`config.mk`:
```
export PLATFORM = sky130hd
export DESIGN_NAME = adc_scan_regs
export DESIGN_NICKNAME = d
export VERILOG_FILES = /design/src/rtl/adc_scan_pkg.sv /design/src/rtl/adc_scan_regfile.sv /design/src/rtl/adc_scan_trig.sv /design/src/rtl/adc_scan_seq.sv /design/src/rtl/adc_scan_regs.sv
export SDC_FILE = /design/constraint.sdc
export NUM_CORES = 1
export LEC_CHECK = 0
export ABC_AREA = 0
export CAP_MARGIN = 20
export CORE_MARGIN = 2
export CORE_UTILIZATION = 45
export CTS_CLUSTER_DIAMETER = 200
export DETAILED_ROUTE_END_ITERATION = 10
export DONT_BUFFER_PORTS = 1
export PLACE_DENSITY = 0.57
export SYNTH_ARGS = -nofsm -noshare
export SYNTH_HDL_FRONTEND = slang
export SYNTH_SLANG_ARGS = --single-unit
```
`constraint.sdc`:
```
create_clock -name clk -period 3.93 [get_ports clk]
set_input_delay 0.393 -clock clk [delete_from_list [all_inputs] [get_ports clk]]
set_output_delay 0.393 -clock clk [all_outputs]
set_load 0.02 [all_outputs]
```
`src/rtl/adc_scan_pkg.sv`:
```
// Shared constants for the ADC scan sequencer.
// Assumes a 4-bit register address space and byte-wide data.
package adc_scan_pkg;
    localparam int ADDR_W = 4;
    localparam int DATA_W = 8;

    localparam logic [ADDR_W-1:0] OFS_RES_LO = 4'h0;
    localparam logic [ADDR_W-1:0] OFS_RES_HI = 4'h1;
    localparam logic [ADDR_W-1:0] OFS_WINDOW = 4'h2;
    localparam logic [ADDR_W-1:0] OFS_STATUS = 4'h8;
    localparam logic [ADDR_W-1:0] OFS_CTRL   = 4'h9;

    typedef enum logic [1:0] {
        TRG_OFF   = 2'd0,
        TRG_SOFT  = 2'd1,
        TRG_EXT   = 2'd2,
        TRG_PACER = 2'd3
    } trig_sel_e;
endpackage

```
`src/rtl/adc_scan_regfile.sv`:
```
// Holds the control register, the scan window bounds and the per-channel
// gain code table. Assumes write strobes are already decoded by the parent.
module adc_scan_regfile #(
    parameter int CH_W   = 4,
    parameter int GAIN_W = 4,
    parameter int DATA_W = 8
) (
    input  logic              clk,
    input  logic              rst_n,
    input  logic              ctrl_wr,
    input  logic              win_wr,
    input  logic              gain_wr,
    input  logic [DATA_W-1:0] wdata,
    input  logic [CH_W-1:0]   sel_chan,
    output logic [DATA_W-1:0] ctrl_q,
    output logic [CH_W-1:0]   win_first,
    output logic [CH_W-1:0]   win_last,
    output logic [GAIN_W-1:0] sel_gain
);
    localparam int N_CH = 1 << CH_W;

    logic [CH_W-1:0]             gain_tgt_q;
    logic [N_CH-1:0][GAIN_W-1:0] gain_q;

    // Control register; bit 3 is not implemented.
    always_ff @(posedge clk) begin
        if (!rst_n)
            ctrl_q <= '0;
        else if (ctrl_wr)
            ctrl_q <= wdata & ~DATA_W'(8'h08);
    end

    // Window bounds and gain target follow each window write.
    always_ff @(posedge clk) begin
        if (!rst_n) begin
            win_first  <= '0;
            win_last   <= '0;
            gain_tgt_q <= '0;
        end else if (win_wr) begin
            win_first  <= wdata[CH_W-1:0];
            win_last   <= wdata[2*CH_W-1:CH_W];
            gain_tgt_q <= wdata[CH_W-1:0];
        end
    end

    // Gain table: one code per channel, written through the target pointer.
    always_ff @(posedge clk) begin
        if (!rst_n)
            gain_q <= '0;
        else if (gain_wr)
            for (int c = 0; c < N_CH; c++)
                if (gain_tgt_q == CH_W'(c))
                    gain_q[c] <= wdata[GAIN_W-1:0];
    end

    assign sel_gain = gain_q[sel_chan];
endmodule

```
`src/rtl/adc_scan_trig.sv`:
```
// Turns the selected trigger source into a single start pulse.
// Assumes external and pacer inputs are synchronous; acts on rising edges.
module adc_scan_trig
    import adc_scan_pkg::*;
(
    input  logic       clk,
    input  logic       rst_n,
    input  logic [1:0] mode,
    input  logic       soft_hit,
    input  logic       ext_trig,
    input  logic       pacer_trig,
    output logic       start
);
    logic ext_d, pacer_d;

    // Remember last level of each hardware trigger for edge detection.
    always_ff @(posedge clk) begin
        if (!rst_n) begin
            ext_d   <= 1'b0;
            pacer_d <= 1'b0;
        end else begin
            ext_d   <= ext_trig;
            pacer_d <= pacer_trig;
        end
    end

    // Pick the event belonging to the active source.
    always_comb begin
        unique case (trig_sel_e'(mode))
            TRG_SOFT:  start = soft_hit;
            TRG_EXT:   start = ext_trig & ~ext_d;
            TRG_PACER: start = pacer_trig & ~pacer_d;
            default:   start = 1'b0;
        endcase
    end
endmodule

```
`src/rtl/adc_scan_seq.sv`:
```
// Conversion sequencer: issues requests, captures results, steps the
// channel through the window and keeps the end/pending flags.
// Assumes conv_done is only meaningful while a conversion is busy.
module adc_scan_seq #(
    parameter int CH_W  = 4,
    parameter int ADC_W = 12
) (
    input  logic                  clk,
    input  logic                  rst_n,
    input  logic                  start,
    input  logic                  win_wr,
    input  logic [CH_W-1:0]       win_first_new,
    input  logic [CH_W-1:0]       win_first,
    input  logic [CH_W-1:0]       win_last,
    input  logic                  stat_wr,
    input  logic                  conv_done,
    input  logic [ADC_W-1:0]      conv_data,
    output logic                  busy,
    output logic                  conv_req,
    output logic [CH_W-1:0]       cur_chan,
    output logic                  eoc,
    output logic                  pend,
    output logic                  res_valid,
    output logic [ADC_W+CH_W-1:0] res_word
);
    logic finish;
    logic [CH_W-1:0] step_chan;

    assign finish    = busy & conv_done;
    assign step_chan = (cur_chan == win_last) ? win_first : cur_chan + 1'b1;

    // Handshake, result capture, flags and channel pointer.
    always_ff @(posedge clk) begin
        if (!rst_n) begin
            busy      <= 1'b0;
            conv_req  <= 1'b0;
            cur_chan  <= '0;
            eoc       <= 1'b0;
            pend      <= 1'b0;
            res_valid <= 1'b0;
            res_word  <= '0;
        end else begin
            conv_req  <= 1'b0;
            res_valid <= 1'b0;
            if (stat_wr)
                pend <= 1'b0;
            if (!busy && start) begin
                busy     <= 1'b1;
                conv_req <= 1'b1;
                eoc      <= 1'b0;
            end else if (finish) begin
                busy      <= 1'b0;
                res_word  <= {conv_data, cur_chan};
                res_valid <= 1'b1;
                eoc       <= 1'b1;
                pend      <= 1'b1;
                cur_chan  <= step_chan;
            end
            if (win_wr)
                cur_chan <= win_first_new;
        end
    end
endmodule

```
`src/rtl/adc_scan_regs.sv`:
```
// Top of the ADC scan sequencer: decodes byte register strobes, muxes
// read data and ties the register file, trigger select and sequencer.
// Assumes combinational reads and single-cycle write strobes.
module adc_scan_regs
    import adc_scan_pkg::*;
#(
    parameter int CH_W   = 4,
    parameter int ADC_W  = 12,
    parameter int GAIN_W = 4
) (
    input  logic                  clk,
    input  logic                  rst_n,
    input  logic [ADDR_W-1:0]     bus_addr,
    input  logic [DATA_W-1:0]     bus_wdata,
    input  logic                  bus_wr,
    output logic [DATA_W-1:0]     bus_rdata,
    input  logic                  ext_trig,
    input  logic                  pacer_trig,
    input  logic                  se_mode,
    input  logic                  uni_mode,
    output logic                  conv_req,
    output logic [CH_W-1:0]       conv_chan,
    output logic [GAIN_W-1:0]     conv_gain,
    input  logic                  conv_done,
    input  logic [ADC_W-1:0]      conv_data,
    output logic                  res_valid,
    output logic [ADC_W+CH_W-1:0] res_word,
    output logic [2:0]            irq_line,
    output logic                  irq_out
);
    localparam int RES_W = ADC_W + CH_W;

    logic              soft_hit, win_wr, gain_wr, stat_wr, ctrl_wr;
    logic [DATA_W-1:0] ctrl_q;
    logic [CH_W-1:0]   win_first, win_last, cur_chan;
    logic              start, busy, eoc, pend;

    // Write strobe decode.
    assign soft_hit = bus_wr && bus_addr == OFS_RES_LO;
    assign gain_wr  = bus_wr && bus_addr == OFS_RES_HI;
    assign win_wr   = bus_wr && bus_addr == OFS_WINDOW;
    assign stat_wr  = bus_wr && bus_addr == OFS_STATUS;
    assign ctrl_wr  = bus_wr && bus_addr == OFS_CTRL;

    adc_scan_regfile #(.CH_W(CH_W), .GAIN_W(GAIN_W), .DATA_W(DATA_W)) u_regs (
        .clk, .rst_n, .ctrl_wr, .win_wr, .gain_wr,
        .wdata(bus_wdata), .sel_chan(cur_chan),
        .ctrl_q, .win_first, .win_last, .sel_gain(conv_gain)
    );

    adc_scan_trig u_trig (
        .clk, .rst_n, .mode(ctrl_q[1:0]), .soft_hit,
        .ext_trig, .pacer_trig, .start
    );

    adc_scan_seq #(.CH_W(CH_W), .ADC_W(ADC_W)) u_seq (
        .clk, .rst_n, .start, .win_wr,
        .win_first_new(bus_wdata[CH_W-1:0]), .win_first, .win_last,
        .stat_wr, .conv_done, .conv_data, .busy, .conv_req, .cur_chan,
        .eoc, .pend, .res_valid, .res_word
    );

    assign conv_chan = cur_chan;
    assign irq_line  = ctrl_q[6:4];
    assign irq_out   = ctrl_q[7] & pend;

    // Read data select by address.
    always_comb begin
        unique case (bus_addr)
            OFS_RES_LO: bus_rdata = res_word[7:0];
            OFS_RES_HI: bus_rdata = res_word[RES_W-1 -: 8];
            OFS_WINDOW: bus_rdata = {win_last, win_first};
            OFS_STATUS: bus_rdata = {eoc, uni_mode, se_mode, pend, cur_chan};
            OFS_CTRL:   bus_rdata = ctrl_q;
            default:    bus_rdata = '0;
        endcase
    end
endmodule

```
# Word-level counts from Yosys, hierarchy flattened
# Index checks and enable logic that the tools add are counted.
# Widths: inputs -> output; s select.
[op_classes]
bitwise_logic = 8
n_lt_le_gt_ge = 1
n_mul = 0
muxes = 15
eq_ne = 24
n_shift = 0
n_addsub = 1
reduce_logical = 30
div = 0
[op_table]
columns = ["cell", "count"]
rows = [
  ["$eq 4x4->1 const B", 10],
  ["$pmux 8 s5", 1],
  ["$reduce_and 2->1", 18],
  ["$mux 4", 5],
  ["$bmux 4 s4", 1],
  ["$eq 4x3->1 const B", 4],
  ["$eq 4x2->1 const B", 3],
  ["$eq 4x1->1 const B", 2],
  ["$logic_not 4->1", 2],
  ["$mux 1", 7],
  ["$logic_and 1x1->1", 6],
  ["$lt 4x5->1 const B", 1],
  ["$add 4x1->4 const B", 1],
  ["$and 1x1->1", 4],
  ["$eq 2x2->1 const B", 2],
  ["$eq 4x4->1", 1],
  ["$not 1->1", 4],
  ["$reduce_bool 2->1", 2],
  ["$pmux 1 s3", 1],
  ["$eq 2x1->1 const B", 1],
  ["$ne 2x2->1 const B", 1],
  ["$reduce_or 2->1", 1],
  ["$logic_not 1->1", 1],
]
[totals]
mem_bits_ro = 0
elab_cells = 107
ram_bits = 0
out_inout_bits = 38
ff_bits = 106
in_bits = 32
latch_bits = 0
mem_count = 0

# Longest topological paths before layout
# Gate-level depths: netlist of run 1.
[depth]
depth_word = 6
ltp_mapped = 6
depth_no_buf = 4

# Hierarchy
# Synthesis of run 1 repeated with hierarchy kept, for this count alone.
[unflattened]
hier_cells = 575
hier_area_um2 = 5312.6
[modules_own_cells]
columns = ["module", "instances", "cells_per_inst", "seq_area_each_um2", "area_per_inst_um2"]
rows = [
  ["adc_scan_regfile", 1, 401, 1581.5, 3827.4],
  ["adc_scan_seq", 1, 118, 500.5, 998.5],
  ["adc_scan_regs", 1, 48, 0.0, 397.9],
  ["adc_scan_trig", 1, 8, 40.0, 88.8],
]

# Least setup slack after synthesis of run 1
# No wires, ideal clock.
[synth_timing]
path_kind = "register to output"
start = "register u_seq.cur_chan[0]"
end = "output conv_gain[0]"
arrival_ns = 1.821
stages_incl_launch_ff = 4
t_required_ns = 3.537
setup_slack_ns = 1.716
path_buffers = 1
path_cell_list = "dfxtp_1 > buf_4 > mux4_2 > mux4_2"
[synth_between]
elab_chain_len = 2
[synth_lines]
columns = ["item", "line", "rtl"]
rows = [
  ["from (decl)", "adc_scan_seq.sv:20", "output logic [CH_W-1:0] cur_chan,"],
  ["from (signal assigned)", "adc_scan_seq.sv:57", "cur_chan <= step_chan;"],
  ["from (signal assigned)", "adc_scan_seq.sv:60", "cur_chan <= win_first_new;"],
  ["$bmux 4 s4", "adc_scan_regfile.sv:56", "assign sel_gain = gain_q[sel_chan];"],
  ["$mux 4 (not written as such)", "adc_scan_regfile.sv:56", ""],
  ["to (decl)", "adc_scan_regs.sv:23", "output logic [GAIN_W-1:0] conv_gain,"],
]
# Every way passes these cells. The select of a mux whose other input is x is not followed.

# Worst setup path in the final report of run 1
[layout_timing]
start = "register u_seq.cur_chan[0]"
end = "output conv_gain[1]"
# Same word-level chain as after synthesis.

==> flow_summary.toml, run 1 <==
[yosys]
syn_inst = 513
ys_seq_area_share_pct = 43.4
synth_edf_count = 0
yosys.area.top_type_share_pct = 43.4
syn-cell-area_sq_um = 4890
synth_top_cell_by_area = "dfxtp_1"
synth_fp_nets = 546
ys.flop_type = "dfxtp_1"
synth_area_leaders = "dfxtp_1 (43%), mux2i_1 (15%), nand2_1 (9.8%)"
syn_area_per_cell_sq_um = 9.54
ys_types = 43
yosys_register_bits = 106
synth_warnings = 0
ys_async_sr_fraction_pct = 0

[cells_and_area]
drive_gt1_share_pct = 6.78
multiInputGateArea_sq_um = 2560
layout.nets = 515
fill_cells = 1070
regArea_sq_um = 2120
area_growth_pct = 3.50
antenna_cells = 0

[global_route]
grt_pass1_vias = 3428
antenna_found_initial = 0
grt_first_pass_wirelength_um = 18500
grt-ovfl-total = 0
grt_usage_pct = 21.1
grt_max_degree = 74

[drt]
drc = 0
drt-initial-drc-count = 222
first_pass_iters = 4
wl_per_cell_um = 19.2
num_vias = 3576
vias_per_cell = 5.70
drtAntennaViolNets = 0
routed_wl_um = 12000

[timing]
final.setup.tns_ns = 0
fin_crit_sh_pct = 68.8
slew_headroom_pct = 40.6
max_freq_mhz = 370
rsz0062_at_grt = "false"
tightest_slew_ns = 0.889
fin_ws_ns = 1.23
maxSlewViolCount = 0
setup_viol = 0
skew_ns = 0.0182
period_minus_slack_ns = 2.70
hold_violations = 0

[placement]
port_buffers = 0
dpl_worst_slack_ns = 1.61
routabilityCongestion = 0.833
hpwlAfterDp_um = 8280

[clock_tree]
postCtsSetupRepairBufs = 0
cts_root_buf = "clkbuf_8"
clock_path_buffers = 2
cts_tree = "built"
clk_pin_slew_ns = 0.11
clk_latency_ns = 0.37
cts_hold_buf = 0
numCtsBuffers = 9
clock_sinks = 106
htree_levels = 3
cts_resized = 0

[floorplanning]
num_rows = 38
dieHeight_um = 108
fp.coreArea_sq_um = 10700
die-area_sq_um = 11700
dieWidth_um = 108
start_util_pct = 45.5
ioPinCount = 70

[worst_setup_path]
critPathLaunchType = "flip-flop"
crit_chain = "buf_4 > mux4_1 > mux4_2"
crit_path_max_fanout = 22
slowest_stage = "mux4_1"
critPathKind = "flip-flop to output pin"
crit_required_ns = 3.54
max_stage_delay_ns = 0.61
crit_path_end_kind = "output pin"
worstPathArrival_ns = 2.31

[pwr]
ir_worst_vdd_uv = 168
p_leak_uw = 0.00197
powerDensity_nw_per_um2 = 348

[outcome]
run_status = "complete, no violations"

[flow_run]
cap_violations = 0

[min_path]
worst_hold_path_type = "primary input to flip-flop"
## state kept, by name (all words and copies together) (netlist names)
register          cells
u_regs.win_last       4
u_seq.conv_req        1
u_trig.pacer_d        1
u_seq.busy            1
u_trig.ext_d          1
u_seq.pend            1
u_seq.res_word       16
u_regs.ctrl_q         7
u_seq.eoc             1
u_seq.cur_chan        4
u_seq.res_valid       1
u_regs.gain_q        64
u_regs.win_first      4
## cells by family (layout without fill, tap and decap cells)
kind of cell,count (synthesis),count (layout),synth area share (%)
xor gates and xnor gates,6,6,1.07
adders and majority gates,1,1,0.256
muxes,95,95,25.3
and+or+nand+nor,190,190,17.7
DFF,106,106,43.4
buffers and inverters,46,20,4.27
AOI/OAI and AO/OA,69,69,8.03
## power breakdown
part | internal, uW | switching (uW) | total [uW]
combinational | 19.0 | 35.0 | 54.0
sequential | 1080 | 8.08 | 1090
clock | 251 | 370 | 621
## final timing paths
kind | cells after the start | startpoint | endpoint | slack, ns
worst max-delay path | 3 | u_seq.cur_chan[0] | conv_gain[1] | 1.23
worst min-delay path | 2 | conv_data[2] | u_seq.res_word[6] | 0.14
worst max register to register | 5 | u_seq.cur_chan[1] | u_seq.cur_chan[3] | 1.81
worst min register to register | 2 | u_regs.gain_q[58] | u_regs.gain_q[58] | 0.46
## critical path: cells and delay by family, from the launching register on
family / cells / cell delay [ns]
buffers and inverters: 1 / 0.38
flip-flops: 1 / 0.38
multiplexers: 2 / 1.17
## cell usage in the layout, fill, tap and decap left out, types with 2 or more instances in the layout
cell | Yosys | layout
and3b_1 | 3 | 3
nor3b_1 | 2 | 2
mux4_2 | 11 | 11
and2_1 | 5 | 5
a221oi_1 | 2 | 2
nand4b_1 | 3 | 3
o21ai_0 | 4 | 4
nor2_1 | 14 | 14
nor2b_1 | 4 | 4
nand3b_1 | 5 | 5
clkbuf_8 | 0 | 10
dfxtp_1 | 106 | 106
buf_4 | 4 | 3
a22oi_1 | 9 | 9
and4_1 | 2 | 2
a21oi_1 | 40 | 40
o21ai_1 | 8 | 8
mux2i_1 | 74 | 74
clkinvlp_4 | 0 | 2
and3_1 | 3 | 3
nand2_1 | 128 | 128
xnor2_1 | 5 | 5
mux4_1 | 9 | 9
nand3_1 | 14 | 14
## routing by layer
metal / part of all wire, % / GRT usage, % / wire (um)
met5: 0 / 0 / 0
met4: 1.1 / 5.86 / 137
met3: 5.0 / 5.18 / 605
met2: 49 / 34.7 / 5950
met1: 44 / 27.6 / 5350
## metrics by stage
| stage | cell area [sq um] | hold WS [ns] | instances | power (uW) | util, % |
|---|---|---|---|---|---|
| after global routing | 5060 | 0.129 | 627 | 1830 | 47.1 |
| after detailed placement | 4890 | 0.450 | 611 | 1170 | 45.5 |
| after floorplan | 4890 | 0.430 | 513 | 1170 | - |
| final | 5060 | 0.145 | 627 | 1760 | 47.1 |
| after CTS | 5060 | 0.134 | 627 | 1780 | 47.1 |
| after global placement | 4890 | 0.442 | 611 | 1160 | 45.5 |
## synth_stat cells (2+ instances only)
cell,instances
nand2_1,128
dfxtp_1,106
mux2i_1,74
a21oi_1,40
clkbuf_1,26
nand3_1,14
nor2_1,14
buf_2,11
mux4_2,11
a22oi_1,9
mux4_1,9
o21ai_1,8
and2_1,5
nand3b_1,5
xnor2_1,5
buf_4,4
nor2b_1,4
o21ai_0,4
and3_1,3
and3b_1,3
buf_1,3
nand4b_1,3
a221oi_1,2
and4_1,2
nor3b_1,2
## layout make-up
cell class	count	area share, %
tap	140	3.46
timing repair buffer	3	0.445
inverter	1	0.0741
clock inverter	5	0.741
clock buffer	11	2.79
multi-input combinational	361	50.6
sequential	106	41.9
(Power assumes the default switching activity.)
==> run 2: changes to the inputs <==
PLACE_DENSITY = 0.59   (was 0.57)
clock period = 2.4 ns   (was 3.93 ns; I/O delays follow)
==> flow_summary.toml, run 2 (synthesis gave the netlist of run 1 again) <==
[cells_and_area]
fill_cells = 963
antenna_cells = 0
layout.nets = 557
top_regs = "u_regs.gain_q: 64 flops, u_seq.res_word: 16 flops, u_regs.ctrl_q: 7 flops"
design_area_sq_um = 5590
drive_gt1_share_pct = 8.13
regArea_sq_um = 2120
layout.cells.non_filler = 669
final_common_cell = "nand2_1"
largest_register = "u_regs.gain_q"
multiInputGateArea_sq_um = 2560
area_growth_pct = 14.3
layout_common_cells = "nand2_1 (128), dfxtp_1 (105), mux2i_1 (74), a21oi_1 (40), dlygate4sd3_1 (34)"
largest_reg_flops = 64

[worst_setup_path]
crit_path_max_fanout = 9
worstPathArrival_ns = 2.11
worstRegToRegCells = 5
r2r_start = "u_seq.cur_chan[2]"
crit_required_ns = 2.16
crit_path_end = "conv_gain[0]"
rr_endpoint = "u_seq.cur_chan[3]"
critPathKind = "flip-flop to output pin"
crit_path_end_kind = "output pin"
crit_start = "u_seq.cur_chan[0]"
worst-r2r-setup-slack_ns = 0.70
critPathLaunchType = "flip-flop"

[timing]
setup_viol = 0
final.setup.tns_ns = 0
max_freq_mhz = 426
maxSlewViolCount = 0
fin_crit_sh_pct = 97.9
hold_violations = 0
slew_headroom_pct = 52.0
tightest_slew_ns = 0.718
rsz0062_at_grt = "false"
period_minus_slack_ns = 2.35
skew_ns = 0.0117

[placement]
hpwlAfterDp_um = 8370
routabilityCongestion = 0.834
place_area_sq_um = 4950
port_buffers = 0
placed_cells = 618

[clock_tree]
clock_path_buffers = 2
cts_tree = "built"
clk_latency_ns = 0.39
numCtsBuffers = 9
htree_levels = 3
clock_sinks = 106
clk_pin_slew_ns = 0.10
cts_root_buf = "clkbuf_8"
postCtsSetupRepairBufs = 0

[global_route]
antenna_found_initial = 0
grt_pass1_vias = 3598
grt_usage_pct = 23.1
grt_first_pass_wirelength_um = 20300
grt_max_degree = 47
grt-ovfl-total = 0

[drt]
routed_wl_um = 13400
wl_per_cell_um = 20.0
vias_per_cell = 5.70
drt-initial-drc-count = 297
num_vias = 3812
first_pass_iters = 5
drtAntennaViolNets = 0
drc = 0

[min_path]
worst_hold_path_type = "primary input to flip-flop"

[floorplanning]
dieHeight_um = 108
fp.coreArea_sq_um = 10700
num_rows = 38
die-area_sq_um = 11700
start_util_pct = 45.5
ioPinCount = 70
dieWidth_um = 108

[pwr]
ir_worst_vdd_uv = 340
powerDensity_nw_per_um2 = 608
p_leak_uw = 0.00222

[outcome]
run_status = "complete, no violations"

[flow_run]
cap_violations = 0
[run 2: cell types whose count changed in the layout (fill, tap and decap cells not counted)]
cell,before,now
buf_4,3,9
dlygate4sd3_1,0,34
bufinv_16,0,4
clkinv_2,1,0
dfxtp_1,106,105
clkinv_4,1,0
clkbuf_1,1,0
clkinvlp_4,2,1
dfxtp_2,0,1
clkbuf_16,0,1
buf_12,0,1
[run 2: how the worst min path moves through the flow]
stage                           from                 to  slack [ns]  depth (start not counted)
after detailed placement    ext_trig       u_trig.ext_d        0.36                          1
after CTS                     bus_wr   u_regs.ctrl_q[6]      0.0007                          2
after global placement    pacer_trig     u_trig.pacer_d        0.37                          1
after floorplan             ext_trig       u_trig.ext_d        0.36                          1
after global routing           rst_n  u_regs.gain_q[30]      0.0007                          2
final                          rst_n   u_regs.gain_q[1]        0.01                          2
[run 2: report_power, final]
part	total (uW)	internal (uW)	leakage (uW)	switching, uW
clock	1460	830	0.000133	630
sequential	1780	1770	0.000855	10.4
combinational	163	72.6	0.00123	90.1
[run 2: metrics by stage]
stage	total power [uW]	hold slack, ns	worst slack, ns	utilization (%)
detailed placement	1910	0.365	0.438	46.1
floorplan	1910	0.362	0.339	-
global route	3500	0.000656	0.0347	52.0
global placement	1910	0.366	0.488	46.1
CTS	3410	0.000731	0.00792	51.6
finish	3400	0.0135	0.0498	52.0
[run 2: cell type report]
cell class | instances | share of cell area [%]
repair buffers | 45 | 8.10
flip-flops and latches | 106 | 38.0
multi-input cells | 361 | 45.8
clock buffers | 10 | 2.46
inverters | 1 | 0.0671
well taps | 140 | 3.13
clock inverters | 6 | 2.44
[run 2: critical path, stage by stage, from the launching register on]
cell and delay [ns]:
dfxtp_2 0.41, buf_12 0.16, mux4_1 0.57, mux4_2 0.58
[run 2: repair_timing]
item	4_1_cts	5_1_grt
endpoints found under the hold margin	39	3
resized for setup	0	1
hold buffers	32	2
endpoints found under the setup margin	0	4
[run 2: layer usage]
metal | wire length, um | share of wire [%] | global-route usage [%] | vias up
met1 | 6240 | 47 | 32.6 | 1860
li1 | - | - | - | 1815
met3 | 801 | 6.0 | 4.82 | 18
met2 | 6120 | 46 | 35.3 | 119
met4 | 214 | 1.6 | 7.78 | 0
met5 | 0 | 0 | 0 | -
==> run 3: changes to the inputs <==
RECOVER_POWER = 100   (was default)
SKIP_CTS_REPAIR_TIMING = 1   (was default)
==> flow_summary.toml, run 3 (synthesis gave the netlist of run 1 again) <==
[outcome]
run_status = "finished with violations"
violations = "hold timing"

[worst_setup_path]
critPathLaunchType = "flip-flop"
critPathKind = "flip-flop to output pin"
crit_path_end_kind = "output pin"
path_delay_family = "multiplexers"
path_buf_inv = 1
crit_path_max_fanout = 9
worstPathArrival_ns = 2.11
max_stage_delay_ns = 0.58
crit_required_ns = 2.16
crit_chain = "buf_12 > mux4_1 > mux4_2"
slowest_stage = "mux4_2"

[clock_tree]
cts_tree = "built"
clock_sinks = 106
clk_latency_ns = 0.38
htree_levels = 3
clk_pin_slew_ns = 0.11
cts_root_buf = "clkbuf_8"
clock_path_buffers = 2
numCtsBuffers = 9

[pwr]
ir_worst_vdd_uv = 343
powerDensity_nw_per_um2 = 623
p_leak_uw = 0.00212

[timing]
skew_ns = 0.0150
slew_headroom_pct = 47.8
fin_crit_sh_pct = 98.0
tightest_slew_ns = 0.782
fin_hold_ws_ns = -0.0145
setup_viol = 0
period_minus_slack_ns = 2.35
hold_violations = 5
final.setup.tns_ns = 0
rsz0062_at_grt = "false"
max_freq_mhz = 425
maxSlewViolCount = 0

[cells_and_area]
layout_common_cells = "nand2_1 (128), dfxtp_1 (105), mux2i_1 (74), a21oi_1 (40), dlygate4sd3_1 (15)"
largest_reg_flops = 64
largest_register = "u_regs.gain_q"
final_common_cell = "nand2_1"
layout.nets = 538
layout.cells.non_filler = 650
area_growth_pct = 9.97
top_regs = "u_regs.gain_q: 64 flops, u_seq.res_word: 16 flops, u_regs.ctrl_q: 7 flops"
antenna_cells = 0
drive_gt1_share_pct = 7.45

[placement]
placed_cells = 618
hpwlAfterDp_um = 8370
port_buffers = 0
routabilityCongestion = 0.834

[drt]
drc = 0
routed_wl_um = 12600
vias_per_cell = 5.62
drtAntennaViolNets = 0
first_pass_iters = 5
num_vias = 3653
wl_per_cell_um = 19.3
drt-initial-drc-count = 265

[floorplanning]
dieWidth_um = 108
ioPinCount = 70
num_rows = 38
start_util_pct = 45.5
die-area_sq_um = 11700
fp.coreArea_sq_um = 10700
dieHeight_um = 108

[flow_run]
cap_violations = 0

[global_route]
grt_pass1_vias = 3381
grt_max_degree = 74
grt_first_pass_wirelength_um = 19000
grt_usage_pct = 21.5
grt-ovfl-total = 0
antenna_found_initial = 0

[min_path]
worst_hold_path_type = "primary input to flip-flop"
## run 3: cell types whose count changed in the layout (fill, tap and decap cells not counted), moves of 3 or more
cell,delta
and2_0,+3
dlygate4sd3_1,-19
and2_1,-3
buf_4,-4
clkbuf_1,+3
o21ai_0,+8
o21ai_1,-8
## run 3: through the flow
| step | utilization, % | hold slack [ns] | area [sq um] | setup slack (ns) | total power (uW) |
|---|---|---|---|---|---|
| finish | 50.1 | -0.0145 | 5380 | 0.0491 | 3350 |
| global route | 50.1 | 0.000489 | 5380 | 0.0326 | 3450 |
| CTS | 48.6 | -0.0425 | 5230 | 0.00792 | 3350 |
| detailed placement | 46.1 | 0.365 | 4950 | 0.438 | 1910 |
| global placement | 46.1 | 0.366 | 4950 | 0.488 | 1910 |
| floorplan | - | 0.362 | 4890 | 0.339 | 1910 |
## run 3: final cells by class
type | count | area [sq um]
fillers | 991 | 5360
clock inverters | 6 | 136
inverters | 1 | 3.75
flip-flops and latches | 106 | 2120
clock buffers | 10 | 138
repair buffers | 26 | 249
well taps | 140 | 175
multi-input cells | 361 | 2560
## run 3: worst register-to-register path, stage by stage (launching register included)
cell and delay [ns]:
dfxtp_1 0.46, clkbuf_2 0.39, xnor2_1 0.17, nand4_1 0.28, mux2i_1 0.21, a221oi_1 0.30
## run 3: power by group
part           switching [uW]  total (uW)  internal [uW]
sequential               10.1        1780           1770
clock                     627        1460            830
combinational            69.2         118           48.9
total                     706        3350           2640
## run 3: final timing paths
| path | from | end | slack (ns) | cells past startpoint |
|---|---|---|---|---|
| max | u_seq.cur_chan[0] | conv_gain[0] | 0.05 | 3 |
| min | bus_wdata[6] | u_regs.win_last[2] | -0.01 | 2 |
| max reg2reg | u_seq.cur_chan[2] | u_seq.cur_chan[3] | 0.50 | 5 |
| min reg2reg | u_regs.gain_q[33] | u_regs.gain_q[33] | 0.46 | 2 |
## run 3: per-layer routing
layer  part of all wire [%]  track usage (%)
met1                     46             30.1
met2                     46             32.4
met3                    6.6             5.18
met4                    1.6             7.78
met5                      0                0
